`config.mk`:
```
export PLATFORM = sky130hd
export DESIGN_NAME = regbank_alias
export DESIGN_NICKNAME = d
export VERILOG_FILES = /design/src/rtl/regbank_pkg.sv /design/src/rtl/regbank_decode.sv /design/src/rtl/regbank_ctrl_reg.sv /design/src/rtl/regbank_w1c.sv /design/src/rtl/regbank_sample.sv /design/src/rtl/regbank_alias.sv
export SDC_FILE = /design/constraint.sdc
export NUM_CORES = 1
export LEC_CHECK = 0
export BUFFER_PORTS_ARGS = -buffer_cell sky130_fd_sc_hd__clkbuf_2
export CAP_MARGIN = 40
export CORE_AREA = 4 4 137 171
export CTS_CLUSTER_DIAMETER = 50
export DETAILED_ROUTE_END_ITERATION = 8
export DIE_AREA = 0 0 141 175
export GPL_ROUTABILITY_DRIVEN = 0
export PLACE_DENSITY_LB_ADDON = 0.05
export SKIP_CTS_REPAIR_TIMING = 1
export SLEW_MARGIN = 0
export SYNTH_ARGS = -nofsm -noshare
export SYNTH_HDL_FRONTEND = slang
export SYNTH_HIERARCHICAL = 1
export SYNTH_SLANG_ARGS = --single-unit
export TNS_END_PERCENT = 5
```
`constraint.sdc`:
```
create_clock -name clk -period 1.85 [get_ports clk]
set_input_delay 0.185 -clock clk [delete_from_list [all_inputs] [get_ports clk]]
set_output_delay 0.185 -clock clk [all_outputs]
set_load 0.05 [all_outputs]
```
`src/rtl/regbank_pkg.sv`:
```
package regbank_pkg;

   localparam int unsigned BUS_W = 32;

   // alias selected by address bits [3:2]
   typedef enum logic [1:0] {
      OP_WRITE  = 2'd0,
      OP_SET    = 2'd1,
      OP_CLEAR  = 2'd2,
      OP_TOGGLE = 2'd3
   } alias_op_e;

   function automatic logic [BUS_W-1:0] apply_op(alias_op_e op,
                                                  logic [BUS_W-1:0] cur,
                                                  logic [BUS_W-1:0] d);
      logic [BUS_W-1:0] r;
      case (op)
         OP_WRITE:  r = d;
         OP_SET:    r = cur | d;
         OP_CLEAR:  r = cur & ~d;
         default:   r = cur ^ d;
      endcase
      return r;
   endfunction

endpackage

```
`src/rtl/regbank_decode.sv`:
```
module regbank_decode
   import regbank_pkg::*;
#(
   parameter int unsigned AW        = 12,
   parameter int unsigned CTRL0_BASE = 'h000,
   parameter int unsigned CTRL1_BASE = 'h200,
   parameter int unsigned STAT_BASE  = 'h010,
   parameter int unsigned DATA_BASE  = 'h020
)(
   input  logic [AW-1:2] addr_w,
   output alias_op_e     op,
   output logic [1:0]    hit_ctrl,
   output logic          hit_stat,
   output logic          hit_data
);
   localparam logic [AW-1:0] C0_A = AW'(CTRL0_BASE);
   localparam logic [AW-1:0] C1_A = AW'(CTRL1_BASE);
   localparam logic [AW-1:0] ST_A = AW'(STAT_BASE);
   localparam logic [AW-1:0] DT_A = AW'(DATA_BASE);

   assign op          = alias_op_e'(addr_w[3:2]);
   assign hit_ctrl[0] = (addr_w[AW-1:4] == C0_A[AW-1:4]);
   assign hit_ctrl[1] = (addr_w[AW-1:4] == C1_A[AW-1:4]);
   assign hit_stat    = (addr_w[AW-1:4] == ST_A[AW-1:4]);
   assign hit_data    = (addr_w[AW-1:4] == DT_A[AW-1:4]);
endmodule

```
`src/rtl/regbank_ctrl_reg.sv`:
```
module regbank_ctrl_reg
   import regbank_pkg::*;
#(
   parameter int unsigned W   = 32,
   parameter logic [W-1:0] RST = '0
)(
   input  logic         clk,
   input  logic         rst_n,
   input  logic         wr_en,
   input  alias_op_e    op,
   input  logic [W-1:0] wdata,
   output logic [W-1:0] q
);
   logic [W-1:0] nxt;

   assign nxt = W'(apply_op(op, BUS_W'(q), BUS_W'(wdata)));

   always_ff @(posedge clk or negedge rst_n) begin
      if (!rst_n)     q <= RST;
      else if (wr_en) q <= nxt;
   end

   AST_CTRL_HOLD: assert property (@(posedge clk) disable iff (!rst_n) !wr_en |=> $stable(q));
   AST_CTRL_SET:  assert property (@(posedge clk) disable iff (!rst_n) (wr_en && op == OP_SET) |=> ((q & $past(wdata)) == $past(wdata)));
   AST_CTRL_CLR:  assert property (@(posedge clk) disable iff (!rst_n) (wr_en && op == OP_CLEAR) |=> ((q & $past(wdata)) == '0));
   AST_CTRL_TOG:  assert property (@(posedge clk) disable iff (!rst_n) (wr_en && op == OP_TOGGLE) |=> ((q ^ $past(q)) == $past(wdata)));
endmodule

```
`src/rtl/regbank_w1c.sv`:
```
module regbank_w1c #(
   parameter int unsigned W = 8
)(
   input  logic         clk,
   input  logic         rst_n,
   input  logic [W-1:0] hw_set,
   input  logic         clr_en,
   input  logic [W-1:0] clr_mask,
   output logic [W-1:0] flags
);
   logic [W-1:0] drop;

   assign drop = clr_en ? clr_mask : '0;

   // hardware set is applied after the clear, so it wins a collision
   always_ff @(posedge clk or negedge rst_n) begin
      if (!rst_n) flags <= '0;
      else        flags <= (flags & ~drop) | hw_set;
   end

   AST_HW_WINS:  assert property (@(posedge clk) disable iff (!rst_n) (hw_set != '0) |=> ((flags & $past(hw_set)) == $past(hw_set)));
   AST_STICKY:   assert property (@(posedge clk) disable iff (!rst_n) !clr_en |=> ((flags & $past(flags)) == $past(flags)));
   AST_ONLY_HW:  assert property (@(posedge clk) disable iff (!rst_n) (flags & ~$past(flags) & ~$past(hw_set)) == '0);
endmodule

```
`src/rtl/regbank_sample.sv`:
```
module regbank_sample #(
   parameter int unsigned W = 16
)(
   input  logic         clk,
   input  logic         rst_n,
   input  logic         load,
   input  logic [W-1:0] din,
   output logic [W-1:0] q
);
   always_ff @(posedge clk or negedge rst_n) begin
      if (!rst_n)    q <= '0;
      else if (load) q <= din;
   end

   AST_DATA_HOLD: assert property (@(posedge clk) disable iff (!rst_n) !load |=> $stable(q));
endmodule

```
`src/rtl/regbank_alias.sv`:
```
module regbank_alias
   import regbank_pkg::*;
#(
   parameter int unsigned AW          = 12,
   parameter int unsigned CTRL_W      = 32,
   parameter int unsigned STAT_W      = 8,
   parameter int unsigned DATA_W      = 16,
   parameter bit          DATA_SIGNED = 1'b1,
   parameter bit          RDATA_REG   = 1'b1,
   parameter int unsigned CTRL0_BASE  = 'h000,
   parameter int unsigned CTRL1_BASE  = 'h200,
   parameter int unsigned STAT_BASE   = 'h010,
   parameter int unsigned DATA_BASE   = 'h020,
   parameter logic [31:0] CTRL0_RST   = 32'h0000_0C0F,
   parameter logic [31:0] CTRL1_RST   = 32'h8000_0004
)(
   input  logic              clk,
   input  logic              rst_n,
   input  logic              bus_valid,
   input  logic              bus_write,
   input  logic [AW-1:0]     bus_addr,
   input  logic [31:0]       bus_wdata,
   output logic [31:0]       bus_rdata,
   input  logic [STAT_W-1:0] hw_flag_set,
   input  logic              sample_valid,
   input  logic [DATA_W-1:0] sample_data,
   output logic [CTRL_W-1:0] ctrl0_o,
   output logic [CTRL_W-1:0] ctrl1_o,
   output logic [STAT_W-1:0] flags_o
);
   localparam int unsigned NUM_CTRL = 2;

   // elaboration-time parameter checks
   if (CTRL_W < 1 || CTRL_W > BUS_W) begin : g_bad_ctrl_w
      $error("CTRL_W must lie in 1..32");
   end
   if (STAT_W < 1 || STAT_W > BUS_W) begin : g_bad_stat_w
      $error("STAT_W must lie in 1..32");
   end
   if (DATA_W < 1 || DATA_W >= BUS_W) begin : g_bad_data_w
      $error("DATA_W must lie in 1..31");
   end
   if (AW < 5 || AW > 32) begin : g_bad_aw
      $error("AW must lie in 5..32");
   end
   if (((CTRL0_BASE | CTRL1_BASE | STAT_BASE | DATA_BASE) & 'hF) != 0) begin : g_bad_align
      $error("register bases must be 16-byte aligned");
   end
   if ((CTRL0_BASE >> AW) != 0 || (CTRL1_BASE >> AW) != 0 ||
       (STAT_BASE >> AW) != 0 || (DATA_BASE >> AW) != 0) begin : g_bad_range
      $error("a register base does not fit in AW bits");
   end

   alias_op_e               op;
   logic [NUM_CTRL-1:0]     hit_ctrl;
   logic                    hit_stat;
   logic                    hit_data;
   logic                    bus_wr;
   logic                    bus_rd;
   logic [NUM_CTRL-1:0][CTRL_W-1:0] ctrl_q;
   logic [STAT_W-1:0]       flags_q;
   logic [DATA_W-1:0]       data_q;
   logic [BUS_W-1:0]        data_ext;
   logic [BUS_W-1:0]        rd_val;
   logic                    unused_addr_lsb;

   assign unused_addr_lsb = ^bus_addr[1:0];
   assign bus_wr = bus_valid & bus_write;
   assign bus_rd = bus_valid & ~bus_write;

   regbank_decode #(
      .AW(AW), .CTRL0_BASE(CTRL0_BASE), .CTRL1_BASE(CTRL1_BASE),
      .STAT_BASE(STAT_BASE), .DATA_BASE(DATA_BASE)
   ) i_decode (
      .addr_w   (bus_addr[AW-1:2]),
      .op       (op),
      .hit_ctrl (hit_ctrl),
      .hit_stat (hit_stat),
      .hit_data (hit_data)
   );

   for (genvar gi = 0; gi < NUM_CTRL; gi++) begin : g_ctrl
      localparam logic [CTRL_W-1:0] RST_V = (gi == 0) ? CTRL_W'(CTRL0_RST) : CTRL_W'(CTRL1_RST);
      regbank_ctrl_reg #(.W(CTRL_W), .RST(RST_V)) i_reg (
         .clk   (clk),
         .rst_n (rst_n),
         .wr_en (bus_wr & hit_ctrl[gi]),
         .op    (op),
         .wdata (bus_wdata[CTRL_W-1:0]),
         .q     (ctrl_q[gi])
      );
   end

   regbank_w1c #(.W(STAT_W)) i_status (
      .clk      (clk),
      .rst_n    (rst_n),
      .hw_set   (hw_flag_set),
      .clr_en   (bus_wr & hit_stat & (op == OP_CLEAR)),
      .clr_mask (bus_wdata[STAT_W-1:0]),
      .flags    (flags_q)
   );

   regbank_sample #(.W(DATA_W)) i_sample (
      .clk   (clk),
      .rst_n (rst_n),
      .load  (sample_valid),
      .din   (sample_data),
      .q     (data_q)
   );

   if (DATA_SIGNED) begin : g_sext
      assign data_ext = {{(BUS_W-DATA_W){data_q[DATA_W-1]}}, data_q};
   end else begin : g_zext
      assign data_ext = {{(BUS_W-DATA_W){1'b0}}, data_q};
   end

   always_comb begin
      rd_val = '0;
      if (hit_ctrl[0])      rd_val[CTRL_W-1:0] = ctrl_q[0];
      else if (hit_ctrl[1]) rd_val[CTRL_W-1:0] = ctrl_q[1];
      else if (hit_stat)    rd_val[STAT_W-1:0] = flags_q;
      else if (hit_data)    rd_val             = data_ext;
   end

   if (RDATA_REG) begin : g_rd_reg
      always_ff @(posedge clk or negedge rst_n) begin
         if (!rst_n)      bus_rdata <= '0;
         else if (bus_rd) bus_rdata <= rd_val;
      end

      AST_UNMAPPED_ZERO: assert property (@(posedge clk) disable iff (!rst_n) (bus_rd && hit_ctrl == '0 && !hit_stat && !hit_data) |=> (bus_rdata == '0));
      AST_RDATA_HOLD:    assert property (@(posedge clk) disable iff (!rst_n) !bus_rd |=> $stable(bus_rdata));
   end else begin : g_rd_comb
      assign bus_rdata = bus_rd ? rd_val : '0;
   end

   assign ctrl0_o = ctrl_q[0];
   assign ctrl1_o = ctrl_q[1];
   assign flags_o = flags_q;

   AST_DATA_WR_IGNORED: assert property (@(posedge clk) disable iff (!rst_n) (bus_wr && hit_data && !sample_valid) |=> $stable(data_q));
endmodule

```
=== Word level (Yosys, flattened, before mapping) ===
Index checks and enable logic that the tools add are counted.

* Bits in registers: 120
* Word-level logic and storage cells: 37

* Equal/unequal tests: 5
* Muxes and demuxes: 8
* Bitwise gates (word level): 17
* Reduce and logical (&&, ||, !) cells: 2

{| class="wikitable"
|+ Operators with widths
! operator !! number
|-
| $pmux W32 S3 || 2
|-
| $mux W32 || 3
|-
| $and A32 B32 Y32 || 2
|-
| $or A32 B32 Y32 || 2
|-
| $xor A32 B32 Y32 || 2
|-
| $not A32 Y32 || 1
|-
| $mux W24 || 1
|-
| $mux W8 || 2
|-
| $and A8 B8 Y8 || 1
|-
| $eq A8 B1 Y1 const B || 1
|-
| $eq A8 B2 Y1 const B || 1
|-
| $eq A8 B6 Y1 const B || 1
|-
| $logic_not A8 Y1 || 1
|-
| $not A8 Y8 || 1
|-
| $or A8 B8 Y8 || 1
|-
| $and A1 B1 Y1 || 6
|-
| $eq A2 B1 Y1 const B || 1
|-
| $eq A2 B2 Y1 const B || 1
|-
| $logic_not A2 Y1 || 1
|-
| $not A1 Y1 || 1
|}

=== Logic depth before layout (Yosys ltp) ===
* Depth in word-level cells: 7
* Gate-level depth with buffers: 11

=== Hierarchy ===
The synthesis kept the hierarchy.

{| class="wikitable"
|+ Modules (own cells, without submodules)
! module !! instances !! cells an instance !! area an instance (um2) !! seq. area each (um2)
|-
| regbank_ctrl_reg (g_ctrl[0].i_reg) || 1 || 311 || 3299.4 || 808.3
|-
| regbank_ctrl_reg (g_ctrl[1].i_reg) || 1 || 311 || 3294.4 || 803.3
|-
| regbank_alias || 1 || 207 || 2049.5 || 800.8
|-
| regbank_sample || 1 || 34 || 649.4 || 400.4
|-
| regbank_w1c || 1 || 25 || 297.8 || 200.2
|-
| regbank_decode || 1 || 11 || 81.3 || 0.0
|}

=== Least setup slack after synthesis ===
OpenSTA, ideal clock, no wires.

* Kind: input -> register
* Start point: in bus_addr[5]
* End point: reg g_ctrl[0].i_reg.q[20]
* Setup time: 0.086 ns
* Arrival: 2.205 ns
* Required time: 1.764 ns
* Setup slack: -0.441 ns
* Cell stages on the path: 11
* Path through: or4_4 nor2_1 clkbuf_1 buf_4 and3_1 buf_6 nor2b_4 buf_6 buf_6 o211ai_2 o221ai_2

* Word-level cells in the longest chain between the ends: 2

{| class="wikitable"
|+ RTL lines
! what !! RTL line !! source
|-
| from (decl) || regbank_alias.sv:21 || <nowiki>input logic [AW-1:0] bus_addr,</nowiki>
|-
| $logic_not A8 Y1 || regbank_decode.sv:22 || <nowiki>assign hit_ctrl[0] = (addr_w[AW-1:4] == C0_A[AW-1:4]);</nowiki>
|-
| via hit_ctrl[0] || regbank_alias.sv:55 || <nowiki>logic [NUM_CTRL-1:0] hit_ctrl;</nowiki>
|-
| $and A1 B1 Y1 || regbank_alias.sv:87 || <nowiki>.wr_en (bus_wr & hit_ctrl[gi]),</nowiki>
|-
| to (signal assigned) || regbank_ctrl_reg.sv:20 || <nowiki>else if (wr_en) q <= nxt;</nowiki>
|-
| to (decl) || regbank_ctrl_reg.sv:12 || <nowiki>output logic [W-1:0] q</nowiki>
|}

The timed path passes the listed nets, and every way through them passes these cells.
A chain may end at the register's enable or synchronous reset.

=== Worst setup path after layout ===
* Start point: in bus_addr[5]
* End point: reg bus_rdata[22]

* Elaborated cells between the ends (all ways): 8
* Those cells by class: 3 x eq/ne; 4 x mux; 1 x reduce/logical

{| class="wikitable"
|+ RTL lines
! what !! RTL line !! source
|-
| $eq A8 B6 Y1 || regbank_decode.sv:23 || <nowiki>assign hit_ctrl[1] = (addr_w[AW-1:4] == C1_A[AW-1:4]);</nowiki>
|-
| via hit_ctrl[1] || regbank_alias.sv:55 ||
|-
| $mux W32 || regbank_alias.sv:120 || <nowiki>else if (hit_ctrl[1]) rd_val[CTRL_W-1:0] = ctrl_q[1];</nowiki>
|-
| $mux W32 || regbank_alias.sv:119 || <nowiki>if (hit_ctrl[0]) rd_val[CTRL_W-1:0] = ctrl_q[0];</nowiki>
|-
| to (signal assigned) || regbank_alias.sv:128 || <nowiki>else if (bus_rd) bus_rdata <= rd_val;</nowiki>
|-
| to (decl) || regbank_alias.sv:23 || <nowiki>output logic [31:0] bus_rdata,</nowiki>
|}

The timed path passes the listed nets, and every way through them passes these cells.

==> metrics <==
H-tree lvl count 4; met3 WL around 1000 um; Initial Util between 40% and 50%; Cell Area, Synth roughly 9700 um^2; hold wc startpoint sample_data[15]; Hold Slack between 0.009 and 0.01 ns; die area between 20000 and 25000 um^2; Clock Path Buffers 2; pre-CTS setup slack -0.529 ns; simple-gate portion of the synthesized area under 10%; largest family of logic cells by synthesized area compound AO/OA/AOI/OAI gates; GRT overflow 0; clock skew around 0.0085 ns; first-pass GRT wire length 42000 um; max-cap violations 0; RSZ-0062 raised after global routing true; worst-skew pair later-pin latency between 0.4 and 0.5 ns; post-synthesis cell type count between 40 and 50; synth warn 6; adder-cell share of the synthesized area ~17%; M1 WL 11400 um; number of CTS-inserted buffers 17; chip width around 140 um; Startpoint Class input pin; Worst slew margin between 60% and 70%; drt total wl 26300 um; pwr dens 664 nW/um^2; Initial DRC Count roughly 250; arrival time worst endpoint 2.13 ns; CP Data Required Time ~2.2 ns; Reg-to-Reg Start i_sample/q[15]; clock-pin slew on the worst setup and hold paths about 0.06 ns; Final ANT Viol Nets 0; most common cell after layout, fill and taps aside clkbuf_2; ys flop type dfrtp_1; Final Max Slew Viols 0; GRT Util Overall 21.5%; sequential area share after synthesis a little under a third; Area Overhead vs Synth 23.3%; via-per-instance ratio about 5.3; die height between 150 and 200 um; status finished clean; Avg Inst Size Synth 10.8 um^2; clk sink count 120; Avg WL per Cell about 19 um; DRT Pass-1 Iters 4; Post-Syn Instances around 900; most frequent cells in the layout clkbuf_2 (172), inv_1 (128), ha_1 (128); leak pwr a little under 6 nW; WL met2 about 13000 um; endpoint class of the critical path flip-flop; post-synthesis mux area share between 10 and 15%; Overall Power between 7 and 8 mW; xor/xnor cell area share of the yosys netlist 0%; post-DP HPWL a little under 20000 um; post-synth net total 1100; I/O pin total 177; final setup violation count 0; fin crit share 98.9%; Root Driver clkbuf_16; Core ar. around 22000 um^2; Final Worst Setup Slack ~0.02 ns; #FFs+latches synth between 100 and 150; crit path from bus_addr[5]; top fanout value on the critical path 9; Synth Area in Compound Gates 22.7%; measured slew at the worst slew-check pin between 0.5 and 0.6 ns; Final nets 1300; vias around 7400; layout filler cell count between 1500 and 2000; f_max 547 MHz; DR top layer met4; antenna violations before repair 0; layout cells sized above 1 36.9%; Post-synth EDFFs 0; Core Rows 60; fin crit period about 1.8 ns; largest net degree at the start of global routing 44; worst hold path type in -> reg; Antenna Cells 0; number of I/O port buffers 174; CTS tree built; maximum VDD drop roughly 620 uV; Worst Setup Path Type in -> reg; Final Hold Fails 0; vias in the first global route around 7700; Post-synth ARST share between 90% and 100%; DRC 0
==> worst paths after layout <==
path / depth (start not counted) / slack (ns) / to
setup / recovery: 9 / 0.02 / bus_rdata[22]
hold / removal: 2 / 0.01 / i_sample/q[15]
setup reg to reg: 5 / 0.43 / bus_rdata[21]
hold reg to reg: 2 / 0.48 / bus_rdata[14]
max in group asynchronous: 3 / 0.92 / g_ctrl[0].i_reg/q[0]
min in group asynchronous: 2 / 0.27 / g_ctrl[0].i_reg/q[12]
==> cells in the mapped netlist, types with 8 or more instances <==
library cell  instances  share of area (%)
o22ai_1              14               0.91
buf_6                18                2.1
o31ai_1              14                1.1
o31ai_2              10                1.3
o221ai_2             46                7.1
dfrtp_1             112                 29
mux2_4               10                1.6
a211oi_2             10                1.3
a21oi_1               8               0.41
mux2i_1              86                8.9
a221oi_1              8               0.72
buf_2                22                1.1
buf_4                10               0.78
ha_1                128                 17
o211ai_2             46                6.0
nand2_1              94                3.6
nor2b_1              25                1.6
inv_1               128                5.0
a21o_1               29                2.3
nand2b_1              9               0.58
dfstp_2               8                2.2
==> report_power, final <==
group          switching (mW)  internal, mW  leakage, nW
logic                   0.936         0.541         4.27
clock network            1.38          2.15        0.299
registers               0.146          2.76         1.28
==> cell type report <==
cell class	count	area (um^2)	area share [%]
clock inverter	15	190	1.60
tap	279	349	2.93
timing repair buffer	249	1810	15.1
clock buffer	17	425	3.57
inverter	128	480	4.03
multi-input combinational	583	5660	47.5
sequential	120	3010	25.3
==> critical path: stages <==
cell      delay [ns]
clkbuf_2        0.10
or4_4           0.57
nor4_4          0.33
buf_6           0.21
nor4bb_4        0.06
buf_4           0.17
buf_12          0.15
a211oi_1        0.24
o31ai_1         0.11
==> routing by layer <==
layer / track usage (%) / up-vias
met5: 0 / -
met4: 5.90 / 0
met3: 4.24 / 28
met2: 37.7 / 148
met1: 26.7 / 3607
li1: - / 3575
==> cell families (layout without fill, tap and decap cells) <==
family,count (synthesis),count (layout)
buffers and inverters,196,409
and+or+nand+nor,146,146
DFF,120,120
AOI/OAI and AO/OA,207,207
muxes,102,102
adders and majority gates,128,128
==> metrics by stage <==
stage	util (%)	std cells	TNS, ns	instance area [um^2]
2_1_floorplan	-	899	-19.28	9700
5_1_grt	55.1	1391	-0.182	11900
6_report	55.1	1391	0	11900
3_5_place_dp	50.9	1333	-27.92	11000
3_3_place_gp	50.9	1333	-26.37	11000
4_1_cts	53.8	1365	-0.554	11600
==> flip-flops by register name (all words and copies together) (netlist names) <==
signal and flops:
bus_rdata 32, i_sample/q 16, g_ctrl.i_reg/q 64, i_status/flags 8
Power figures use the tool's default switching activity.
